`src/rtl/exc_pkg.sv`:
```
package exc_pkg;

    localparam int XLEN  = 32;
    localparam int VEC_W = 8;
    localparam int DS_W  = 2;
    localparam int NCAUSE = 4;

    typedef enum logic [1:0] {
        CS_BFAULT = 2'd0,
        CS_NMI    = 2'd1,
        CS_BRK    = 2'd2,
        CS_IRQ    = 2'd3
    } cause_e;

    typedef enum logic [1:0] {
        ST_IDLE  = 2'd0,
        ST_SAVE  = 2'd1,
        ST_FETCH = 2'd2
    } state_e;

    typedef struct packed {
        cause_e            cause;
        logic [VEC_W-1:0]  vec;
        logic [XLEN-1:0]   ret_addr;
        logic              ds_nz;
        logic [XLEN-1:0]   flags;
        logic              swap;
        logic [XLEN-1:0]   usp;
        logic [XLEN-1:0]   ksp;
        logic [XLEN-1:0]   tbl_addr;
    } ctx_t;

    // Fixed-shift push of the flags word: top two kept, low twenty moved up by ten.
    function automatic logic [XLEN-1:0] flags_push(input logic [XLEN-1:0] f);
        return {f[31:30], f[19:0], 10'b0};
    endfunction

    function automatic logic [XLEN-1:0] status_word(input logic [VEC_W-1:0] v);
        return {{(XLEN-VEC_W-8){1'b0}}, v, 8'b0};
    endfunction

endpackage

```
`src/rtl/exc_arbiter.sv`:
```
module exc_arbiter
    import exc_pkg::*;
#(
    parameter int I_BIT        = 4,
    parameter int M_BIT_LEGACY = 7,
    parameter int M_BIT_MODERN = 30,
    parameter int VER_SPLIT    = 32
) (
    input  logic            bfault_req,
    input  logic            nmi_req,
    input  logic            brk_req,
    input  logic            irq_req,
    input  logic            irq_lock,
    input  logic [7:0]      arch_ver,
    input  logic [XLEN-1:0] flags_in,
    output logic            take,
    output cause_e          cause,
    output logic [XLEN-1:0] m_mask
);
    localparam logic [7:0] VER_SPLIT_B = 8'(VER_SPLIT);

    logic nmi_ok;
    logic irq_ok;

    always_comb begin
        m_mask = '0;
        if (arch_ver < VER_SPLIT_B) m_mask[M_BIT_LEGACY] = 1'b1;
        else                        m_mask[M_BIT_MODERN] = 1'b1;
    end

    assign nmi_ok = nmi_req && |(flags_in & m_mask);
    assign irq_ok = irq_req && flags_in[I_BIT] && !irq_lock;

    always_comb begin
        take  = 1'b1;
        cause = CS_IRQ;
        if (bfault_req)   cause = CS_BFAULT;
        else if (nmi_ok)  cause = CS_NMI;
        else if (brk_req) cause = CS_BRK;
        else if (irq_ok)  cause = CS_IRQ;
        else              take  = 1'b0;
    end
endmodule

```
`src/rtl/exc_ctx_calc.sv`:
```
module exc_ctx_calc
    import exc_pkg::*;
#(
    parameter int U_BIT = 8
) (
    input  cause_e           cause,
    input  logic [XLEN-1:0]  m_mask,
    input  logic [VEC_W-1:0] trap_vec,
    input  logic [VEC_W-1:0] fault_vec,
    input  logic [VEC_W-1:0] irq_vec,
    input  logic [XLEN-1:0]  pc_in,
    input  logic [DS_W-1:0]  dslot_in,
    input  logic [XLEN-1:0]  flags_in,
    input  logic [XLEN-1:0]  sp_in,
    input  logic [XLEN-1:0]  ksp_in,
    input  logic [XLEN-1:0]  ebase_in,
    output ctx_t             ctx
);
    logic [XLEN-1:0] flags_pre;

    always_comb begin
        ctx.cause = cause;
        unique case (cause)
            CS_BFAULT: ctx.vec = fault_vec;
            CS_NMI:    ctx.vec = '0;
            CS_BRK:    ctx.vec = trap_vec;
            default:   ctx.vec = irq_vec;
        endcase
        ctx.ret_addr = pc_in - {{(XLEN-DS_W){1'b0}}, dslot_in};
        ctx.ds_nz    = |dslot_in;
        flags_pre    = (cause == CS_NMI) ? (flags_in & ~m_mask) : flags_in;
        ctx.flags    = flags_push(flags_pre);
        ctx.swap     = flags_in[U_BIT];
        ctx.usp      = sp_in;
        ctx.ksp      = ksp_in;
        ctx.tbl_addr = ebase_in + {{(XLEN-VEC_W-2){1'b0}}, ctx.vec, 2'b00};
    end
endmodule

```
`src/rtl/exc_fsm.sv`:
```
module exc_fsm
    import exc_pkg::*;
(
    input  logic   clk,
    input  logic   rst,
    input  logic   take,
    input  logic   rd_valid,
    output state_e st,
    output logic   load
);
    state_e st_nx;

    assign load = (st == ST_IDLE) && take;

    always_comb begin
        st_nx = st;
        unique case (st)
            ST_IDLE:  if (take) st_nx = ST_SAVE;
            ST_SAVE:  st_nx = ST_FETCH;
            ST_FETCH: if (rd_valid) st_nx = ST_IDLE;
            default:  st_nx = ST_IDLE;
        endcase
    end

    always_ff @(posedge clk) begin
        if (rst) st <= ST_IDLE;
        else     st <= st_nx;
    end
endmodule

```
`src/rtl/exc_entry_seq.sv`:
```
module exc_entry_seq
    import exc_pkg::*;
#(
    parameter int I_BIT        = 4,
    parameter int U_BIT        = 8,
    parameter int M_BIT_LEGACY = 7,
    parameter int M_BIT_MODERN = 30,
    parameter int VER_SPLIT    = 32
) (
    input  logic                 clk,
    input  logic                 rst,
    input  logic                 bfault_req,
    input  logic                 nmi_req,
    input  logic                 brk_req,
    input  logic                 irq_req,
    input  logic                 irq_lock,
    input  logic [7:0]           arch_ver,
    input  logic [VEC_W-1:0]     trap_vec,
    input  logic [VEC_W-1:0]     fault_vec,
    input  logic [VEC_W-1:0]     irq_vec,
    input  logic [XLEN-1:0]      pc_in,
    input  logic [DS_W-1:0]      dslot_in,
    input  logic [XLEN-1:0]      flags_in,
    input  logic [XLEN-1:0]      sp_in,
    input  logic [XLEN-1:0]      ksp_in,
    input  logic [XLEN-1:0]      ebase_in,
    output logic                 busy,
    output logic [XLEN-1:0]      ret_addr_out,
    output logic                 erp_we,
    output logic                 nrp_we,
    output logic [XLEN-1:0]      exs_out,
    output logic                 exs_we,
    output logic                 dslot_clr,
    output logic [XLEN-1:0]      usp_out,
    output logic                 usp_we,
    output logic [XLEN-1:0]      sp_out,
    output logic                 sp_we,
    output logic [XLEN-1:0]      flags_out,
    output logic                 flags_we,
    output logic                 rd_req,
    output logic [XLEN-1:0]      rd_addr,
    input  logic                 rd_valid,
    input  logic [XLEN-1:0]      rd_data,
    output logic [XLEN-1:0]      new_pc,
    output logic                 pc_we,
    output logic                 done,
    output logic [NCAUSE-1:0]    ack
);
    logic            take;
    cause_e          cause;
    logic [XLEN-1:0] m_mask;
    ctx_t            ctx_nx;
    ctx_t            ctx_q;
    state_e          st;
    logic            load;
    logic            in_save;
    logic            in_fetch;

    exc_arbiter #(
        .I_BIT(I_BIT), .M_BIT_LEGACY(M_BIT_LEGACY),
        .M_BIT_MODERN(M_BIT_MODERN), .VER_SPLIT(VER_SPLIT)
    ) u_arb (
        .bfault_req(bfault_req), .nmi_req(nmi_req), .brk_req(brk_req),
        .irq_req(irq_req), .irq_lock(irq_lock), .arch_ver(arch_ver),
        .flags_in(flags_in), .take(take), .cause(cause), .m_mask(m_mask)
    );

    exc_ctx_calc #(.U_BIT(U_BIT)) u_ctx (
        .cause(cause), .m_mask(m_mask), .trap_vec(trap_vec),
        .fault_vec(fault_vec), .irq_vec(irq_vec), .pc_in(pc_in),
        .dslot_in(dslot_in), .flags_in(flags_in), .sp_in(sp_in),
        .ksp_in(ksp_in), .ebase_in(ebase_in), .ctx(ctx_nx)
    );

    exc_fsm u_fsm (
        .clk(clk), .rst(rst), .take(take), .rd_valid(rd_valid),
        .st(st), .load(load)
    );

    always_ff @(posedge clk) begin
        if (rst)       ctx_q <= '0;
        else if (load) ctx_q <= ctx_nx;
    end

    assign in_save  = (st == ST_SAVE);
    assign in_fetch = (st == ST_FETCH);
    assign busy     = (st != ST_IDLE);

    // Context write-back, one cycle after acceptance
    assign ret_addr_out = ctx_q.ret_addr;
    assign erp_we       = in_save && (ctx_q.cause != CS_NMI);
    assign nrp_we       = in_save && (ctx_q.cause == CS_NMI);
    assign exs_out      = status_word(ctx_q.vec);
    assign exs_we       = in_save;
    assign dslot_clr    = in_save && ctx_q.ds_nz;
    assign usp_out      = ctx_q.usp;
    assign usp_we       = in_save && ctx_q.swap;
    assign sp_out       = ctx_q.ksp;
    assign sp_we        = in_save && ctx_q.swap;
    assign flags_out    = ctx_q.flags;
    assign flags_we     = in_save;

    // Vector table fetch
    assign rd_req  = in_fetch;
    assign rd_addr = ctx_q.tbl_addr;
    assign done    = in_fetch && rd_valid;
    assign pc_we   = done;
    assign new_pc  = rd_data;

    always_comb begin
        ack = '0;
        if (done) ack[ctx_q.cause] = 1'b1;
    end
endmodule

```
`config.mk`:
```
export PLATFORM = sky130hd
export DESIGN_NAME = exc_entry_seq
export DESIGN_NICKNAME = d
export VERILOG_FILES = /design/src/rtl/exc_pkg.sv /design/src/rtl/exc_arbiter.sv /design/src/rtl/exc_ctx_calc.sv /design/src/rtl/exc_fsm.sv /design/src/rtl/exc_entry_seq.sv
export SDC_FILE = /design/constraint.sdc
export NUM_CORES = 1
export LEC_CHECK = 0
export ABC_AREA = 0
export CORE_AREA = 2 2 184 186
export CTS_BUF_LIST = sky130_fd_sc_hd__clkbuf_8
export DETAILED_ROUTE_END_ITERATION = 16
export DIE_AREA = 0 0 186 188
export PLACE_DENSITY = 0.6
export SETUP_SLACK_MARGIN = 0.15
export SLEW_MARGIN = 30
export SYNTH_ARGS = -nofsm -noshare
export SYNTH_HDL_FRONTEND = slang
export SYNTH_SLANG_ARGS = --single-unit
```
`constraint.sdc`:
```
create_clock -name clk -period 5.8 [get_ports clk]
set_input_delay 1.16 -clock clk [delete_from_list [all_inputs] [get_ports clk]]
set_output_delay 1.16 -clock clk [all_outputs]
set_load 0.02 [all_outputs]
```
==> metrics.txt, run 1 <==
largest net degree at the start of global routing 71; reg2reg path depth 5; chip width 186 microns; IO Port Bufs 359; CTS sink cnt 163; Post-CTS Setup Bufs 0; Mapped Cells 1124; Worst Skew 9.68 ps; fin nets 1505; DP Wirelength 19900 microns; Pre-antenna DRT Iters 4; syn_area_per_cell 7.88 sq um; final WL 26900 microns; post-synthesis adder-cell area fraction 0.0186; Overflow after GRT 0; Core ar. 33100 sq um; Mapped Area 8860 sq um; die footprint 35000 sq um; crit-path max FO 9; Die Y 188 microns; Slew Viols, Final 0; Finish-stage setup viols 0; worst-path cell with the longest stage delay a221oi_1; final hold violations 0; total track usage 0.150; Crit. End Element register; layout cell share with drive strength beyond 1 0.0432; largest family of logic cells by synthesized area buffers and inverters; clock buffer depth 2; area share of and/or/nand/nor cells after synthesis 0.189; status finished clean; commonest non-fill, non-tap cell in the layout clkdlybuf4s50_1; Post-synth EDFFs 0; Initial Utilization 0.268; mux cell area share after synthesis 0.0103; measured slew at the worst slew-check pin 827 ps; Max Fclk 215 MHz; DRC viols 0; # resized after CTS 0; Vias/cell 4.35; number of global-route vias before repair 7161; post-synth cell types 52; synthesis-to-layout area growth 32.3%; Rows 67; PD cells 275 nW/um^2; maximum VDD drop 0.000122 V; Post-Synth XOR/XNOR Area 0.0514; WHS 455 ps; CP Class in -> reg; Slew HR 0.449; Worst Path Arrival 5060 ps; CTS Buf Count 17; Primary FF master, synth dfxtp_1; Seq/Total Area, Yosys 0.368; Compound-Gate Fraction of Synth Area 0.140; Detailed Route Iter0 Violations 287; WP buf/inv 2; H-tree levels 4; most frequent cells in the layout 358 x clkdlybuf4s50_1, 234 x nand2_1, 163 x dfxtp_1; CTS Hold Bufs 0; ANT cells 0; placed cell area 11300 sq um; clock latency at the later pin of the worst-skew pair 480 ps; Worst-path clk slew 100 ps; r2r setup slk 3470 ps; Final Wtd Congestion 0.762; CP Launch Type input port; Worst Hold Path EP sp_out[10]; required time worst endpoint 6210 ps; WL/cell 15.6 microns; RR Startpoint u_fsm.st[0]; Setup TNS 0 ps; post-synthesis register bit count 163; r2r endpoint usp_out[14]; Vias 7484; cell area after layout 11700 sq um; Routed Antenna Nets 0; Synth warnings 0; clk root buf clkbuf_8; crit path time final 4660 ps; crit path from arch_ver[6]; Static Leak 4.40 nW; worst path cell trace clkdlybuf4s50_1, nor3_1, mux2_2, and2_1, o31ai_1, ha_1, a21o_1, a221oi_1, a21oi_1, buf_4, and3_1, xnor2_1, a211oi_1; I/O pins 473; TritonCTS clock tree built; RSZ-0062 raised after global routing false; async set-or-reset flop fraction in the synthesized netlist 0; worst min-delay path category reg -> reg; Crit path largest cell delay 540 ps; period utilization 0.803; antenna violations before repair 0; first-pass GRT wire length 40000 microns; CP top delay family compound AO/OA/AOI/OAI gates; total of max-cap violations 0; Worst Hold Launch sp_out[10]; hold depth 2
-- cell usage after synthesis (8+ instances only) --
cell / count / area [sq um]
mux2i_1: 8 / 80.1
a211oi_1: 43 / 323
xnor2_1: 29 / 254
a21oi_1: 115 / 576
clkbuf_1: 55 / 206
xor2_1: 23 / 201
buf_4: 227 / 1700
nor2_1: 76 / 285
dfxtp_1: 163 / 3260
o31ai_1: 8 / 60.1
ha_1: 10 / 125
nor4_1: 9 / 56.3
inv_1: 10 / 37.5
nor3_1: 17 / 85.1
nand2_1: 234 / 878
-- cell families (layout without fill, tap and decap cells) --
kind of cell / count (synthesis) / count (layout)
mux: 9 / 9
flops: 163 / 163
simple gates: 390 / 390
fa+ha+maj: 12 / 12
compound gates: 201 / 201
other cells: 1 / 34
buf+inv: 296 / 411
xor+xnor: 52 / 52
-- routing by layer --
layer	part of all wire	global-route usage	vias up
li1	-	-	3739
met1	0.41	0.167	3428
met2	0.49	0.261	259
met3	0.067	0.0381	58
met4	0.035	0.0766	0
met5	0	0	-
-- worst min-delay path, stage by stage, from the launching register on --
cell and delay [ps]:
dfxtp_1 310, nand2_1 50, a21oi_1 50
-- how the worst max path moves through the flow --
stage                              to  slack [ps]  cells after the start
after floorplan           rd_addr[29]        1400                     12
after global placement    rd_addr[22]         770                     13
after detailed placement  rd_addr[22]         650                     13
after CTS                 rd_addr[22]        1220                     13
after global routing      rd_addr[22]         830                     13
final                     rd_addr[22]        1140                     13
-- sequential cells by signal, indices dropped and copies added, names as in the netlist --
signal and count:
sp_out 32, flags_out 22, rd_addr 32, u_fsm.st 2
exs_out 8, usp_out 32, ctx_q 3, ret_addr_out 32
-- layout make-up --
type                       count  area (sq um)
fill                        3448         21400
multi-input combinational    698          3770
tap                          448           561
clock inverter                14           153
inverter                      10          37.5
sequential                   163          3260
timing repair buffer         369          3690
clock buffer                  18           248
-- stage by stage --
stage	setup WS, ps	utilization	total power (W)	cells
6_report	1140	0.354	0.00323	1720
5_1_grt	828	0.354	0.00342	1720
4_1_cts	1220	0.354	0.00328	1720
3_5_place_dp	654	0.342	0.00239	1688
3_3_place_gp	769	0.342	0.00238	1688
2_1_floorplan	1400	-	0.00208	1157
-- where the power goes --
| group | leakage [nW] | total [W] | switching (W) | internal (W) |
|---|---|---|---|---|
| clock | 0.210 | 0.000873 | 0.000472 | 0.000401 |
| combinational | 2.85 | 0.00104 | 0.000571 | 0.000473 |
| sequential | 1.35 | 0.00131 | 0.0000645 | 0.00125 |
No activity file was read; power rests on OpenSTA's default activity.
==> run 2: changes to the inputs <==
Clock period 5.8 ns to 4.7 ns, I/O delays scaled along.
==> metrics.txt, run 2 (same netlist as run 1, synthesis figures left out) <==
crit path from arch_ver[5]; RSZ-0062 raised after global routing false; total of max-cap violations 0; CTS Buf Count 17; die footprint 35000 sq um; crit-path max FO 9; maximum VDD drop 0.000164 V; Slew Viols, Final 0; Worst Skew 17.2 ps; Die Y 188 microns; Worst Path Arrival 4580 ps; PD cells 347 nW/um^2; # resized after CTS 0; Vias 7515; layout cell share with drive strength beyond 1 0.0566; Detailed Route Iter0 Violations 287; clock latency at the later pin of the worst-skew pair 460 ps; synthesis-to-layout area growth 34.5%; ANT cells 0; fin nets 1522; total track usage 0.149; final core occ 0.360; clk root buf clkbuf_8; r2r setup slk 2590 ps; period utilization 0.896; met2 wire length 13500 microns; WL met1 11200 microns; status finished clean; Crit. End Element register; Slew HR 0.391; clock buffer depth 2; Vias/cell 4.33; Rows 67; Static Leak 4.51 nW; Finish-stage setup viols 0; IO Port Bufs 359; number of fill cells 3467; Routed Antenna Nets 0; Pre-antenna DRT Iters 4; Core ar. 33100 sq um; Final Wtd Congestion 0.794; H-tree levels 4; Post-CTS Setup Bufs 0; required time worst endpoint 5070 ps; most frequent cells in the layout 358 x clkdlybuf4s50_1, 234 x nand2_1, 163 x dfxtp_1; Worst-path clk slew 100 ps; CTS sink cnt 163; largest net degree at the start of global routing 85; I/O pins 473; worst min-delay path category reg -> reg; WL/cell 15.6 microns; CP Launch Type input port; DRC viols 0; Final Power 0.00413 W; DP Wirelength 20300 microns; final WL 27100 microns; CTS Hold Bufs 0; CP Class in -> reg; Max Fclk 238 MHz; crit path time final 4210 ps; Initial Utilization 0.268; met3 WL 1730 microns; Top Metal Used met4; number of global-route vias before repair 7110; final hold violations 0; measured slew at the worst slew-check pin 913 ps; TritonCTS clock tree built; RR Startpoint u_fsm.st[0]; commonest non-fill, non-tap cell in the layout clkdlybuf4s50_1; chip width 186 microns; Overflow after GRT 0; first-pass GRT wire length 40400 microns; antenna violations before repair 0; Worst Hold Launch flags_out[30]
-- run 2: cell count changes in the layout (fill, tap and decap cells not counted) --
cell       change
a21oi_1        -1
a21oi_2        +1
buf_12         +1
buf_4         +16
bufinv_16      +2
clkbuf_8       -1
clkinv_2       -2
clkinv_4       -2
inv_6          +2
inv_8          +1
-- run 2: worst max-delay path: stages --
cell             delay [ps]
clkdlybuf4s50_1         470
nor3_1                  300
mux2_2                  390
and2_1                  240
o31ai_1                 390
ha_1                    280
fa_1                    210
a21o_1                  130
a221oi_1                 80
buf_4                   160
a21oi_2                 410
nand4_1                 180
xor2_1                  180
a211oi_1                230
-- run 2: cell type report --
type	instances	area, sq um	share of cell area
Timing Repair Buffer	386	3830	0.322
Multi-Input combinational cell	698	3770	0.317
Sequential cell	163	3260	0.274
Tap cell	448	561	0.0471
Clock buffer	17	234	0.0196
Clock inverter	15	214	0.0180
Inverter	10	37.5	0.00315
-- run 2: layer usage --
| layer | up-vias | GRT usage |
|---|---|---|
| met3 | 42 | 0.0344 |
| li1 | 3771 | - |
| met5 | - | 0 |
| met2 | 255 | 0.265 |
| met4 | 0 | 0.0575 |
| met1 | 3447 | 0.172 |
-- run 2: per-stage QoR --
step           cell area, sq um  setup TNS (ps)  setup slack, ps  std cells  hold WS (ps)
3_5_place_dp              11500           -1500             -246       1705           444
6_report                  11900               0              490       1737           454
2_1_floorplan              8980               0              524       1157           432
5_1_grt                   11900               0              314       1737           473
3_3_place_gp              11500            -617             -151       1705           440
4_1_cts                   11900               0              249       1737           457
-- run 2: path summary, 6_finish.rpt --
kind / to / depth (start not counted)
min: flags_out[30] / 2
max reg2reg: rd_addr[23] / 5
min reg2reg: flags_out[30] / 2
max: rd_addr[26] / 14
-- run 2: report_power, final --
part / internal, W / leakage (nW) / switching, W
clock network: 0.000597 / 0.230 / 0.000604
registers: 0.00154 / 1.35 / 0.0000795
logic: 0.000602 / 2.93 / 0.000708
